[src/rtl/bic_pkg.sv]
package bic_pkg;
  typedef enum logic [1:0] {
    RG_EVENT  = 2'd0,
    RG_ENABLE = 2'd1,
    RG_ACK    = 2'd2,
    RG_LEVEL  = 2'd3
  } reg_sel_e;

  localparam int unsigned REGS_PER_BANK = 4;

  // word slot (address >> 2) holding a bank, bank 0 at the highest slot
  function automatic int unsigned bank_slot(input int unsigned nbanks, input int unsigned b);
    return nbanks - b;
  endfunction
endpackage

[src/rtl/bic_sync.sv]
module bic_sync #(
  parameter int unsigned W = 32
) (
  input  logic         clk,
  input  logic         rst_n,
  input  logic [W-1:0] raw_in,
  output logic [W-1:0] lvl_out,
  output logic [W-1:0] rise_out
);
  logic [W-1:0] st1_q, st2_q, prev_q;

  always_ff @(posedge clk) begin
    if (!rst_n) begin
      st1_q  <= '0;
      st2_q  <= '0;
      prev_q <= '0;
    end else begin
      st1_q  <= raw_in;
      st2_q  <= st1_q;
      prev_q <= st2_q;
    end
  end

  assign lvl_out  = st2_q;
  assign rise_out = st2_q & ~prev_q;
endmodule

[src/rtl/bic_bank.sv]
module bic_bank #(
  parameter int unsigned    W     = 32,
  parameter logic [W-1:0]   LMASK = '0
) (
  input  logic         clk,
  input  logic         rst_n,
  input  logic [W-1:0] rise,
  input  logic [W-1:0] lvl,
  input  logic         en_we,
  input  logic         ack_we,
  input  logic [W-1:0] wdata,
  output logic [W-1:0] evt_q,
  output logic [W-1:0] en_q,
  output logic [W-1:0] pend
);
  logic [W-1:0] set_v, clr_v;

  assign set_v = rise & en_q & ~LMASK;
  assign clr_v = ack_we ? wdata : '0;

  always_ff @(posedge clk) begin
    if (!rst_n) begin
      evt_q <= '0;
      en_q  <= '0;
    end else begin
      evt_q <= (evt_q & ~clr_v) | set_v;
      if (en_we) en_q <= wdata;
    end
  end

  assign pend = (evt_q | (lvl & LMASK)) & en_q;

  AST_EVT_NO_SPUR: assert property (@(posedge clk) disable iff (!rst_n)
    (evt_q & ~$past(evt_q) & ~$past(rise & en_q)) == '0);
  AST_ACK_CLEARS: assert property (@(posedge clk) disable iff (!rst_n)
    $past(ack_we) |-> ((evt_q & $past(wdata) & ~$past(rise & en_q)) == '0));
  AST_LVL_NO_EVT: assert property (@(posedge clk) disable iff (!rst_n)
    (evt_q & LMASK) == '0);
  AST_EN_WRITE: assert property (@(posedge clk) disable iff (!rst_n)
    $past(en_we) |-> (en_q == $past(wdata)));
endmodule

[src/rtl/bic_prio.sv]
module bic_prio #(
  parameter int unsigned N    = 64,
  parameter int unsigned ID_W = $clog2(N)
) (
  input  logic            clk,
  input  logic            rst_n,
  input  logic [N-1:0]    pend,
  output logic            valid,
  output logic [ID_W-1:0] id
);
  always_comb begin
    id = '0;
    for (int i = 0; i < N; i++) begin
      if (pend[i]) id = ID_W'(i);
    end
  end
  assign valid = |pend;

  AST_PRIO_TOP: assert property (@(posedge clk) disable iff (!rst_n)
    valid |-> ((pend >> id) == N'(1)));
  AST_PRIO_NONE: assert property (@(posedge clk) disable iff (!rst_n)
    !valid |-> (pend == '0));
endmodule

[src/rtl/bic_regif.sv]
module bic_regif
  import bic_pkg::*;
#(
  parameter int unsigned NUM_BANKS = 2,
  parameter int unsigned DATA_W    = 32,
  parameter int unsigned ADDR_W    = 4
) (
  input  logic                        clk,
  input  logic                        rst_n,
  input  logic                        bus_sel,
  input  logic                        bus_wr,
  input  logic [ADDR_W-1:0]           bus_addr,
  input  logic [NUM_BANKS*DATA_W-1:0] evt_flat,
  input  logic [NUM_BANKS*DATA_W-1:0] en_flat,
  input  logic [NUM_BANKS*DATA_W-1:0] lvl_flat,
  input  logic [DATA_W-1:0]           id_word,
  output logic [NUM_BANKS-1:0]        en_we,
  output logic [NUM_BANKS-1:0]        ack_we,
  output logic [DATA_W-1:0]           bus_rdata,
  output logic                        bus_rvalid
);
  localparam int unsigned SLOT_W = ADDR_W - 2;

  logic [SLOT_W-1:0] slot;
  reg_sel_e          field;
  logic [DATA_W-1:0] rd_mux;
  logic              rd_req;

  assign slot   = bus_addr[ADDR_W-1:2];
  assign field  = reg_sel_e'(bus_addr[1:0]);
  assign rd_req = bus_sel && !bus_wr;

  always_comb begin
    en_we  = '0;
    ack_we = '0;
    rd_mux = '0;
    if (slot == '0) rd_mux = id_word;
    for (int b = 0; b < NUM_BANKS; b++) begin
      if (slot == SLOT_W'(bank_slot(NUM_BANKS, b))) begin
        if (bus_sel && bus_wr) begin
          en_we[b]  = (field == RG_ENABLE);
          ack_we[b] = (field == RG_ACK);
        end
        unique case (field)
          RG_EVENT:  rd_mux = evt_flat[b*DATA_W +: DATA_W];
          RG_ENABLE: rd_mux = en_flat[b*DATA_W +: DATA_W];
          RG_ACK:    rd_mux = '0;
          RG_LEVEL:  rd_mux = lvl_flat[b*DATA_W +: DATA_W];
        endcase
      end
    end
  end

  always_ff @(posedge clk) begin
    if (!rst_n) begin
      bus_rdata  <= '0;
      bus_rvalid <= 1'b0;
    end else begin
      bus_rvalid <= rd_req;
      if (rd_req) bus_rdata <= rd_mux;
    end
  end

  AST_RD_LATENCY: assert property (@(posedge clk) disable iff (!rst_n)
    $past(rd_req) |-> bus_rvalid);
  AST_RD_NO_EXTRA: assert property (@(posedge clk) disable iff (!rst_n)
    !$past(rd_req) |-> !bus_rvalid);
  AST_WE_ONEHOT: assert property (@(posedge clk) disable iff (!rst_n)
    $onehot0({en_we, ack_we}));
endmodule

[src/rtl/banked_irq_ctrl.sv]
module banked_irq_ctrl #(
  parameter int unsigned                    NUM_BANKS = 2,
  parameter int unsigned                    DATA_W    = 32,
  parameter logic [NUM_BANKS*DATA_W-1:0]    LVL_MASK  = 64'h0000_0000_3ff0_0000,
  parameter int unsigned                    CASC_LINE = 40,
  localparam int unsigned                   NSRC      = NUM_BANKS * DATA_W,
  localparam int unsigned                   ID_W      = $clog2(NSRC),
  localparam int unsigned                   ADDR_W    = $clog2((NUM_BANKS + 1) * bic_pkg::REGS_PER_BANK)
) (
  input  logic              clk,
  input  logic              rst_n,
  input  logic [NSRC-1:0]   src_lines,
  input  logic              casc_line,
  input  logic              bus_sel,
  input  logic              bus_wr,
  input  logic [ADDR_W-1:0] bus_addr,
  input  logic [DATA_W-1:0] bus_wdata,
  output logic [DATA_W-1:0] bus_rdata,
  output logic              bus_rvalid,
  output logic              cpu_irq,
  output logic              top_valid,
  output logic [ID_W-1:0]   top_id
);
  logic [NSRC-1:0]      merged, lvl_all, rise_all, evt_all, en_all, pend_all;
  logic [NUM_BANKS-1:0] en_we, ack_we;
  logic [DATA_W-1:0]    id_word;

  always_comb begin
    merged            = src_lines;
    merged[CASC_LINE] = src_lines[CASC_LINE] | casc_line;
  end

  bic_sync #(.W(NSRC)) u_sync (
    .clk(clk), .rst_n(rst_n), .raw_in(merged),
    .lvl_out(lvl_all), .rise_out(rise_all)
  );

  for (genvar b = 0; b < NUM_BANKS; b++) begin : g_bank
    bic_bank #(
      .W(DATA_W),
      .LMASK(LVL_MASK[b*DATA_W +: DATA_W])
    ) u_bank (
      .clk(clk), .rst_n(rst_n),
      .rise(rise_all[b*DATA_W +: DATA_W]),
      .lvl(lvl_all[b*DATA_W +: DATA_W]),
      .en_we(en_we[b]), .ack_we(ack_we[b]), .wdata(bus_wdata),
      .evt_q(evt_all[b*DATA_W +: DATA_W]),
      .en_q(en_all[b*DATA_W +: DATA_W]),
      .pend(pend_all[b*DATA_W +: DATA_W])
    );
  end

  bic_prio #(.N(NSRC), .ID_W(ID_W)) u_prio (
    .clk(clk), .rst_n(rst_n), .pend(pend_all),
    .valid(top_valid), .id(top_id)
  );

  assign id_word = top_valid ? DATA_W'(top_id) : '1;
  assign cpu_irq = |pend_all;

  bic_regif #(.NUM_BANKS(NUM_BANKS), .DATA_W(DATA_W), .ADDR_W(ADDR_W)) u_regif (
    .clk(clk), .rst_n(rst_n),
    .bus_sel(bus_sel), .bus_wr(bus_wr), .bus_addr(bus_addr),
    .evt_flat(evt_all), .en_flat(en_all), .lvl_flat(lvl_all),
    .id_word(id_word), .en_we(en_we), .ack_we(ack_we),
    .bus_rdata(bus_rdata), .bus_rvalid(bus_rvalid)
  );

  AST_IRQ_MATCHES_ID: assert property (@(posedge clk) disable iff (!rst_n)
    cpu_irq == top_valid);
  AST_NO_IRQ_WHEN_OFF: assert property (@(posedge clk) disable iff (!rst_n)
    (en_all == '0) |-> !cpu_irq);
endmodule

[config.mk]
export PLATFORM = sky130hd
export DESIGN_NAME = banked_irq_ctrl
export DESIGN_NICKNAME = d
export VERILOG_FILES = /design/src/rtl/bic_pkg.sv /design/src/rtl/bic_sync.sv /design/src/rtl/bic_bank.sv /design/src/rtl/bic_prio.sv /design/src/rtl/bic_regif.sv /design/src/rtl/banked_irq_ctrl.sv
export SDC_FILE = /design/constraint.sdc
export NUM_CORES = 1
export LEC_CHECK = 0
export ABC_AREA = 1
export BUFFER_PORTS_ARGS = -buffer_cell sky130_fd_sc_hd__buf_2
export CORE_UTILIZATION = 40
export CTS_CLUSTER_DIAMETER = 100
export CTS_CLUSTER_SIZE = 30
export DETAILED_ROUTE_END_ITERATION = 12
export PLACE_DENSITY = 0.59
export SYNTH_ARGS = -nofsm -noshare
export SYNTH_HDL_FRONTEND = slang
export SYNTH_SLANG_ARGS = --single-unit
[constraint.sdc]
create_clock -name clk -period 5.03 [get_ports clk]
set_input_delay 1.006 -clock clk [delete_from_list [all_inputs] [get_ports clk]]
set_output_delay 1.006 -clock clk [all_outputs]
set_load 0.005 [all_outputs]
After elaboration in Yosys (flattened, before gate mapping). Cells that the tools add are included. W data, S select, Z words.

Register bits after elaboration: 353. Logic and storage cells: 111.

Equality and inequality tests: 5. Mux-type cells: 77. Bitwise operators: 14. Reduce and logical (&&, ||, !) cells: 6.

Operator list (number): $pmux W32 S4 (2); $and A32 B32 Y32 (6); $mux W32 (6); $mux W6 (32); $mux W5 (16); $and A64 B64 Y64 (1); $not A32 Y32 (2); $not A64 Y64 (1); $or A32 B32 Y32 (2); $reduce_or A64 Y1 (1); $mux W4 (8); $or A32 B30 Y32 (1); $mux W3 (4); $mux W1 (7); $eq A2 B2 Y1 const B (3); $eq A2 B1 Y1 const B (2); $logic_not A2 Y1 (2); $mux W2 (2); $logic_and A1 B1 Y1 (2); $logic_not A1 Y1 (1); $or A1 B1 Y1 (1).

Logic depth before layout (Yosys ltp).
Depth after elaboration: 69. Mapped depth: 68. Mapped depth without buffers: 68.

Cells and area by module. From an unflattened synthesis, not the netlist that was laid out.

Cells, all modules: 2344. Area total of the unflattened synthesis: 15631.2 um^2.

Modules (own cells, without submodules): bic_sync (times used 1, cells each 725, area an instance 5988.2 um^2, seq. area each 3843.7 um^2); bic_regif (times used 1, cells each 613, area an instance 3115.5 um^2, seq. area each 660.6 um^2); bic_bank (g_bank[1].u_bank) (times used 1, cells each 369, area an instance 2646.3 um^2, seq. area each 1281.2 um^2); bic_bank (g_bank[0].u_bank) (times used 1, cells each 339, area an instance 2479.9 um^2, seq. area each 1281.2 um^2); bic_prio (times used 1, cells each 227, area an instance 1117.3 um^2, seq. area each 0.0 um^2); banked_irq_ctrl (times used 1, cells each 71, area an instance 284.0 um^2, seq. area each 0.0 um^2).

Worst setup path after synthesis. No wires, ideal clock.

Path type: reg-to-output. Start: register g_bank[0].u_bank.en_q[1]. End: output port top_id[0]. Data arrival time: 3.059 ns. Setup slack: 0.965 ns. Stages on the path, launching flop included: 65. Cells stage by stage: dfxtp_1 > nand2_1 > clkinv_1 > nand2_1 > nand2_1 > nand2_1 > nand2_1 > nand2_1 > nand2_1 > nand2_1 > nand2_1 > nand2_1 > nand2_1 > nand2_1 > nand2_1 > nand2_1 > nand2_1 > nand2_1 > (+29 left out) > nand2_1 > nand2_1 > nand2_1 > nand2_1 > nand2_1 > nand2_1 > nand2_1 > nand2_1 > nand2_1 > nand2_1 > nand2_1 > nand2_1 > nand2_1 > nand2_1 > nand2_1 > nand2_1 > nand2_1 > nand2_2.

Longest elaborated chain between the ends: 64.

Ends and longest elaborated chain: from (decl) (RTL line bic_bank.sv:13) `output logic [W-1:0] en_q,`; from (signal assigned) (RTL line bic_bank.sv:27) `if (en_we) en_q <= wdata;`; $and A32 B32 Y32 (RTL line bic_bank.sv:31) `assign pend = (evt_q | (lvl & LMASK)) & en_q;`; $mux W1 (RTL line bic_prio.sv:14) `if (pend[i]) id = ID_W'(i);`; $mux W2 (2 in series) (RTL line bic_prio.sv:14); $mux W3 (4 in series) (RTL line bic_prio.sv:14); $mux W4 (8 in series) (RTL line bic_prio.sv:14); $mux W5 (16 in series) (RTL line bic_prio.sv:14); $mux W6 (32 in series) (RTL line bic_prio.sv:14); to (decl) (RTL line banked_irq_ctrl.sv:22) `output logic [ID_W-1:0] top_id`.

No other way between the ends.

Worst setup path after layout.
Start: register g_bank[0].u_bank.evt_q[1]. End: output port top_id[0].

Longest elaborated chain between the ends: 65.

Ends and longest elaborated chain: from (decl) (RTL line bic_bank.sv:12) `output logic [W-1:0] evt_q,`; from (signal assigned) (RTL line bic_bank.sv:26) `evt_q <= (evt_q & ~clr_v) | set_v;`; $or A32 B30 Y32 (RTL line bic_bank.sv:31); $and A32 B32 Y32 (RTL line bic_bank.sv:31); $mux W1 (RTL line bic_prio.sv:14); $mux W2 (2 in series) (RTL line bic_prio.sv:14); $mux W3 (4 in series) (RTL line bic_prio.sv:14); $mux W4 (8 in series) (RTL line bic_prio.sv:14); $mux W5 (16 in series) (RTL line bic_prio.sv:14); $mux W6 (32 in series) (RTL line bic_prio.sv:14).

No other way between the ends.

==> impl_metrics.prom <==
# TYPE chip_impl_metric gauge
chip_impl_metric{name="die_height",unit="µm"} 185
chip_impl_info{name="synth_top_cells_by_area",value="dfxtp_1, nand2_1, inv_1"} 1
chip_impl_metric{name="cts.sinks",unit=""} 343
chip_impl_info{name="cts_tree",value="yes"} 1
chip_impl_info{name="crit_path_frequent_cell",value="nand2_1"} 1
chip_impl_metric{name="detail_route.vias_per_cell",unit=""} 4.93
chip_impl_metric{name="post_layout_nonfiller_instances",unit=""} 2370
chip_impl_metric{name="synthesis.yosys.warnings",unit=""} 0
chip_impl_metric{name="timing.hold.ws",unit="ns"} 0.404
chip_impl_metric{name="io-pin-count",unit=""} 146
chip_impl_metric{name="floorplan.rows",unit=""} 66
chip_impl_metric{name="cellPowerDensity",unit="mW/mm²"} 308
chip_impl_metric{name="detailroute.via_count",unit=""} 11700
chip_impl_metric{name="worst_slew_margin_rel",unit="%"} 34.1
chip_impl_metric{name="netlist.area_leader.share",unit="%"} 51.0
chip_impl_metric{name="gr-usage-all-layers",unit="%"} 21.9
chip_impl_info{name="synth_largest_area_cell",value="dfxtp_1"} 1
chip_impl_metric{name="place.gp.congestion",unit=""} 0.900
chip_impl_metric{name="tns",unit="ns"} -0.198
chip_impl_metric{name="pwr-share-clk",unit="%"} 31.6
chip_impl_metric{name="p_sw",unit="mW"} 1.12
chip_impl_info{name="min-delay-start",value="u_sync.st1_q[14]$_SDFF_PN0_"} 1
chip_impl_info{name="worstHoldEndpoint",value="u_sync.lvl_out[14]$_SDFF_PN0_"} 1
chip_impl_metric{name="nNetsFinal",unit=""} 2031
chip_impl_metric{name="net_count_after_synthesis",unit=""} 1940
chip_impl_info{name="synth_top_flop_cell",value="dfxtp_1"} 1
chip_impl_metric{name="fin_total_pwr",unit="mW"} 4.63
chip_impl_metric{name="io_buffer_count",unit=""} 145
chip_impl_metric{name="synth_seq_cells",unit=""} 343
chip_impl_metric{name="timing.final.setup_violations",unit=""} 1
chip_impl_metric{name="grt_pass1_vias",unit=""} 10800
chip_impl_metric{name="dpl_worst_slack",unit="ns"} 0.307
chip_impl_info{name="r2r-start",value="g_bank[0].u_bank.evt_q[1]$_SDFF_PN0_"} 1
chip_impl_metric{name="slew_viol_final",unit=""} 0
chip_impl_metric{name="comb_power_share",unit="%"} 7.2
chip_impl_metric{name="timing.critical_path.fanout_max",unit=""} 3
chip_impl_info{name="worstSetupPathType",value="reg2out"} 1
chip_impl_metric{name="synth-edff-count",unit=""} 0
chip_impl_info{name="crit_family",value="simple AND/OR/NAND/NOR gates"} 1
chip_impl_metric{name="placedCellCount",unit=""} 2349
chip_impl_metric{name="max-vdd-ir-drop",unit="V"} 0.000204
chip_impl_metric{name="drt_iter0_markers",unit=""} 786
chip_impl_metric{name="fin_worst_skew",unit="ns"} 0.0240
chip_impl_info{name="ys_top_cells_by_count",value="nand2_1, dfxtp_1, inv_1"} 1
chip_impl_metric{name="critPathMaxStageDelay",unit="ns"} 0.35
chip_impl_metric{name="max-clock-path-buffers",unit=""} 3
chip_impl_metric{name="die_area",unit="mm²"} 0.0344
chip_impl_metric{name="grt_first_pass_wirelength",unit="µm"} 58100
chip_impl_info{name="worstReg2RegEnd",value="u_regif.bus_rdata[0]$_SDFFE_PN0P_"} 1
chip_impl_metric{name="postLayoutCellArea",unit="mm²"} 0.0150
chip_impl_info{name="crit_path_end_kind",value="output port"} 1
chip_impl_metric{name="post_synth.cell_area_avg",unit="µm²"} 7.33
chip_impl_metric{name="synth.yosys.seq_area_share",unit="%"} 51.0
chip_impl_info{name="crit_path_top_delay_cell",value="dfxtp_2"} 1
chip_impl_metric{name="ys_async_sr_fraction",unit="%"} 0
chip_impl_metric{name="hold_path_depth",unit=""} 2
chip_impl_metric{name="worst_slew_pin_slew",unit="ns"} 0.988
chip_impl_metric{name="globalRoute.totalOverflow",unit=""} 0
chip_impl_metric{name="post-route-period-util",unit="%"} 104
chip_impl_metric{name="cts.reportedPaths.clkPinSlew",unit="ns"} 0.12
chip_impl_metric{name="synth.distinct_cells",unit=""} 33
chip_impl_info{name="synth_most_common_cell",value="nand2_1"} 1
chip_impl_metric{name="cp_data_arrival_time",unit="ns"} 4.22
chip_impl_metric{name="share_seq_of_total_power",unit="%"} 61.2
chip_impl_metric{name="setup_ws",unit="ns"} -0.198
chip_impl_metric{name="cts_htree_levels",unit=""} 1
chip_impl_metric{name="combined_area_of_all_synthesized_cells",unit="mm²"} 0.0135
chip_impl_metric{name="timing.fmax",unit="GHz"} 0.191
chip_impl_metric{name="period_needed",unit="ns"} 5.23
chip_impl_metric{name="start_util",unit="%"} 41.0
chip_impl_metric{name="largest_net_degree_at_the_start_of_global_routing",unit=""} 149
chip_impl_info{name="failing_checks",value="setup timing"} 1
chip_impl_metric{name="netlist_instances",unit=""} 1835
chip_impl_metric{name="layout.core_utilization",unit="%"} 45.8
chip_impl_info{name="grt_setup_unrepaired",value="true"} 1
chip_impl_metric{name="cp.required",unit="ns"} 4.02
chip_impl_metric{name="area_delta_synth_final",unit="%"} 11.6
chip_impl_metric{name="worst-r2r-setup-slack",unit="ns"} 0.99
chip_impl_metric{name="route.final.wire_length",unit="µm"} 37700
chip_impl_metric{name="crit_buf_inv",unit=""} 2
chip_impl_metric{name="max_capacitance_violation_total",unit=""} 0
chip_impl_info{name="clock-root-buffer",value="clkbuf_16"} 1
chip_impl_metric{name="p_int",unit="mW"} 3.51
chip_impl_metric{name="drt_drc_violations_left",unit=""} 0
chip_impl_metric{name="worst_skew_late_latency",unit="ns"} 0.53
chip_impl_metric{name="drive_gt1_share",unit="%"} 13.2
chip_impl_info{name="outcome",value="finished with violations"} 1
chip_impl_metric{name="final_hold_viol_count",unit=""} 0
chip_impl_metric{name="final_antenna_net_count",unit=""} 0
chip_impl_metric{name="path_depth_of_the_worst_reg2reg_path",unit=""} 69
chip_impl_metric{name="antenna_found_initial",unit=""} 0
chip_impl_metric{name="fp.coreArea",unit="mm²"} 0.0328
chip_impl_metric{name="leakagePower",unit="nW"} 7.76
chip_impl_metric{name="dp_hpwl",unit="µm"} 25700
chip_impl_metric{name="drt-wirelength-per-cell",unit="µm"} 15.9
chip_impl_metric{name="num_antenna_cells",unit=""} 0
chip_impl_metric{name="drt_first_pass_iters",unit=""} 5
chip_impl_metric{name="placedInstanceArea",unit="mm²"} 0.0145
chip_impl_metric{name="netSwitchingFraction",unit="%"} 24.3
chip_impl_metric{name="die_extent_in_x",unit="µm"} 185
chip_impl_info{name="tightest_hold_check_type",value="reg2reg"} 1
chip_impl_info{name="worstSetupStartpointType",value="register"} 1
chip_impl_metric{name="cts_buffers",unit=""} 15
==> cell usage in the layout, fill, tap and decap left out, types with 15 or more instances in the layout <==
cell type  count
a21oi_1      163
buf_2        143
buf_4         17
clkbuf_16     15
dfxtp_1      340
inv_1        263
nand2_1      541
nand2_2       39
nand3_1       46
nand3b_1      26
nor2_1        87
o211ai_1      16
o21ai_0      126
o21ai_1       22
==> area by class of cell <==
cell class	instances	area (µm²)
clock buffer	15	375
multi-input combinational	1127	5230
tap	442	553
fill	3404	17800
sequential	343	6870
clock inverter	4	56.3
timing repair buffer	163	888
inverter	276	1040
==> worst min-delay path: stages (launching register included) <==
cell     delay (ns)
dfxtp_1        0.31
nand2_1        0.05
inv_1          0.03
==> routing by layer <==
metal | up-vias | track usage [%] | routed length [µm]
met5 | - | 0 | 0
met4 | 0 | 10.5 | 1790
met3 | 73 | 2.65 | 2140
met2 | 352 | 36.3 | 17300
met1 | 5368 | 28.1 | 16400
li1 | 5881 | - | -
==> worst max path at each step <==
stage	end	from	cells after the start
2_1_floorplan	top_id[0]	g_bank[0].u_bank.en_q[1]$_SDFFE_PN0P_	64
3_3_place_gp	top_id[0]	g_bank[0].u_bank.en_q[1]$_SDFFE_PN0P_	65
3_5_place_dp	top_id[0]	g_bank[0].u_bank.en_q[1]$_SDFFE_PN0P_	65
4_1_cts	top_id[0]	g_bank[0].u_bank.evt_q[1]$_SDFF_PN0_	65
5_1_grt	top_id[0]	g_bank[0].u_bank.evt_q[1]$_SDFF_PN0_	65
6_report	top_id[0]	g_bank[0].u_bank.evt_q[1]$_SDFF_PN0_	65
==> registers in the layout (all words and copies together) (netlist names) <==
name                 count
u_regif.bus_rdata       32
g_bank.u_bank.evt_q     64
u_sync.prev_q           54
g_bank.u_bank.en_q      64
u_regif.bus_rvalid       1
u_sync.lvl_out          64
u_sync.st1_q            64
==> what timing repair did <==
action                                  CTS  global route
resized for setup                         7             3
hold buffers                              0             0
setup buffers                             2             0
endpoints found under the setup margin    1             1
pin swaps                                 0             0
==> power groups by stage <==
| stage | registers [mW] | logic [mW] | clock network, mW |
|---|---|---|---|
| global placement | 2.89 | 0.333 | 0 |
| detailed placement | 2.90 | 0.335 | 0 |
| CTS | 2.83 | 0.337 | 1.50 |
| global route | 2.84 | 0.371 | 1.60 |
| finish | 2.83 | 0.333 | 1.46 |
| floorplan | 2.88 | 0.187 | 0 |
==> kinds of logic after synthesis <==
| kind of cell | synth area share, % |
|---|---|
| AND/OR/NAND/NOR | 23.5 |
| AO/OA/AOI/OAI | 15.1 |
| buffers and inverters | 10.4 |
| flip-flops | 51.0 |
No activity file was read; power rests on OpenSTA's default activity.
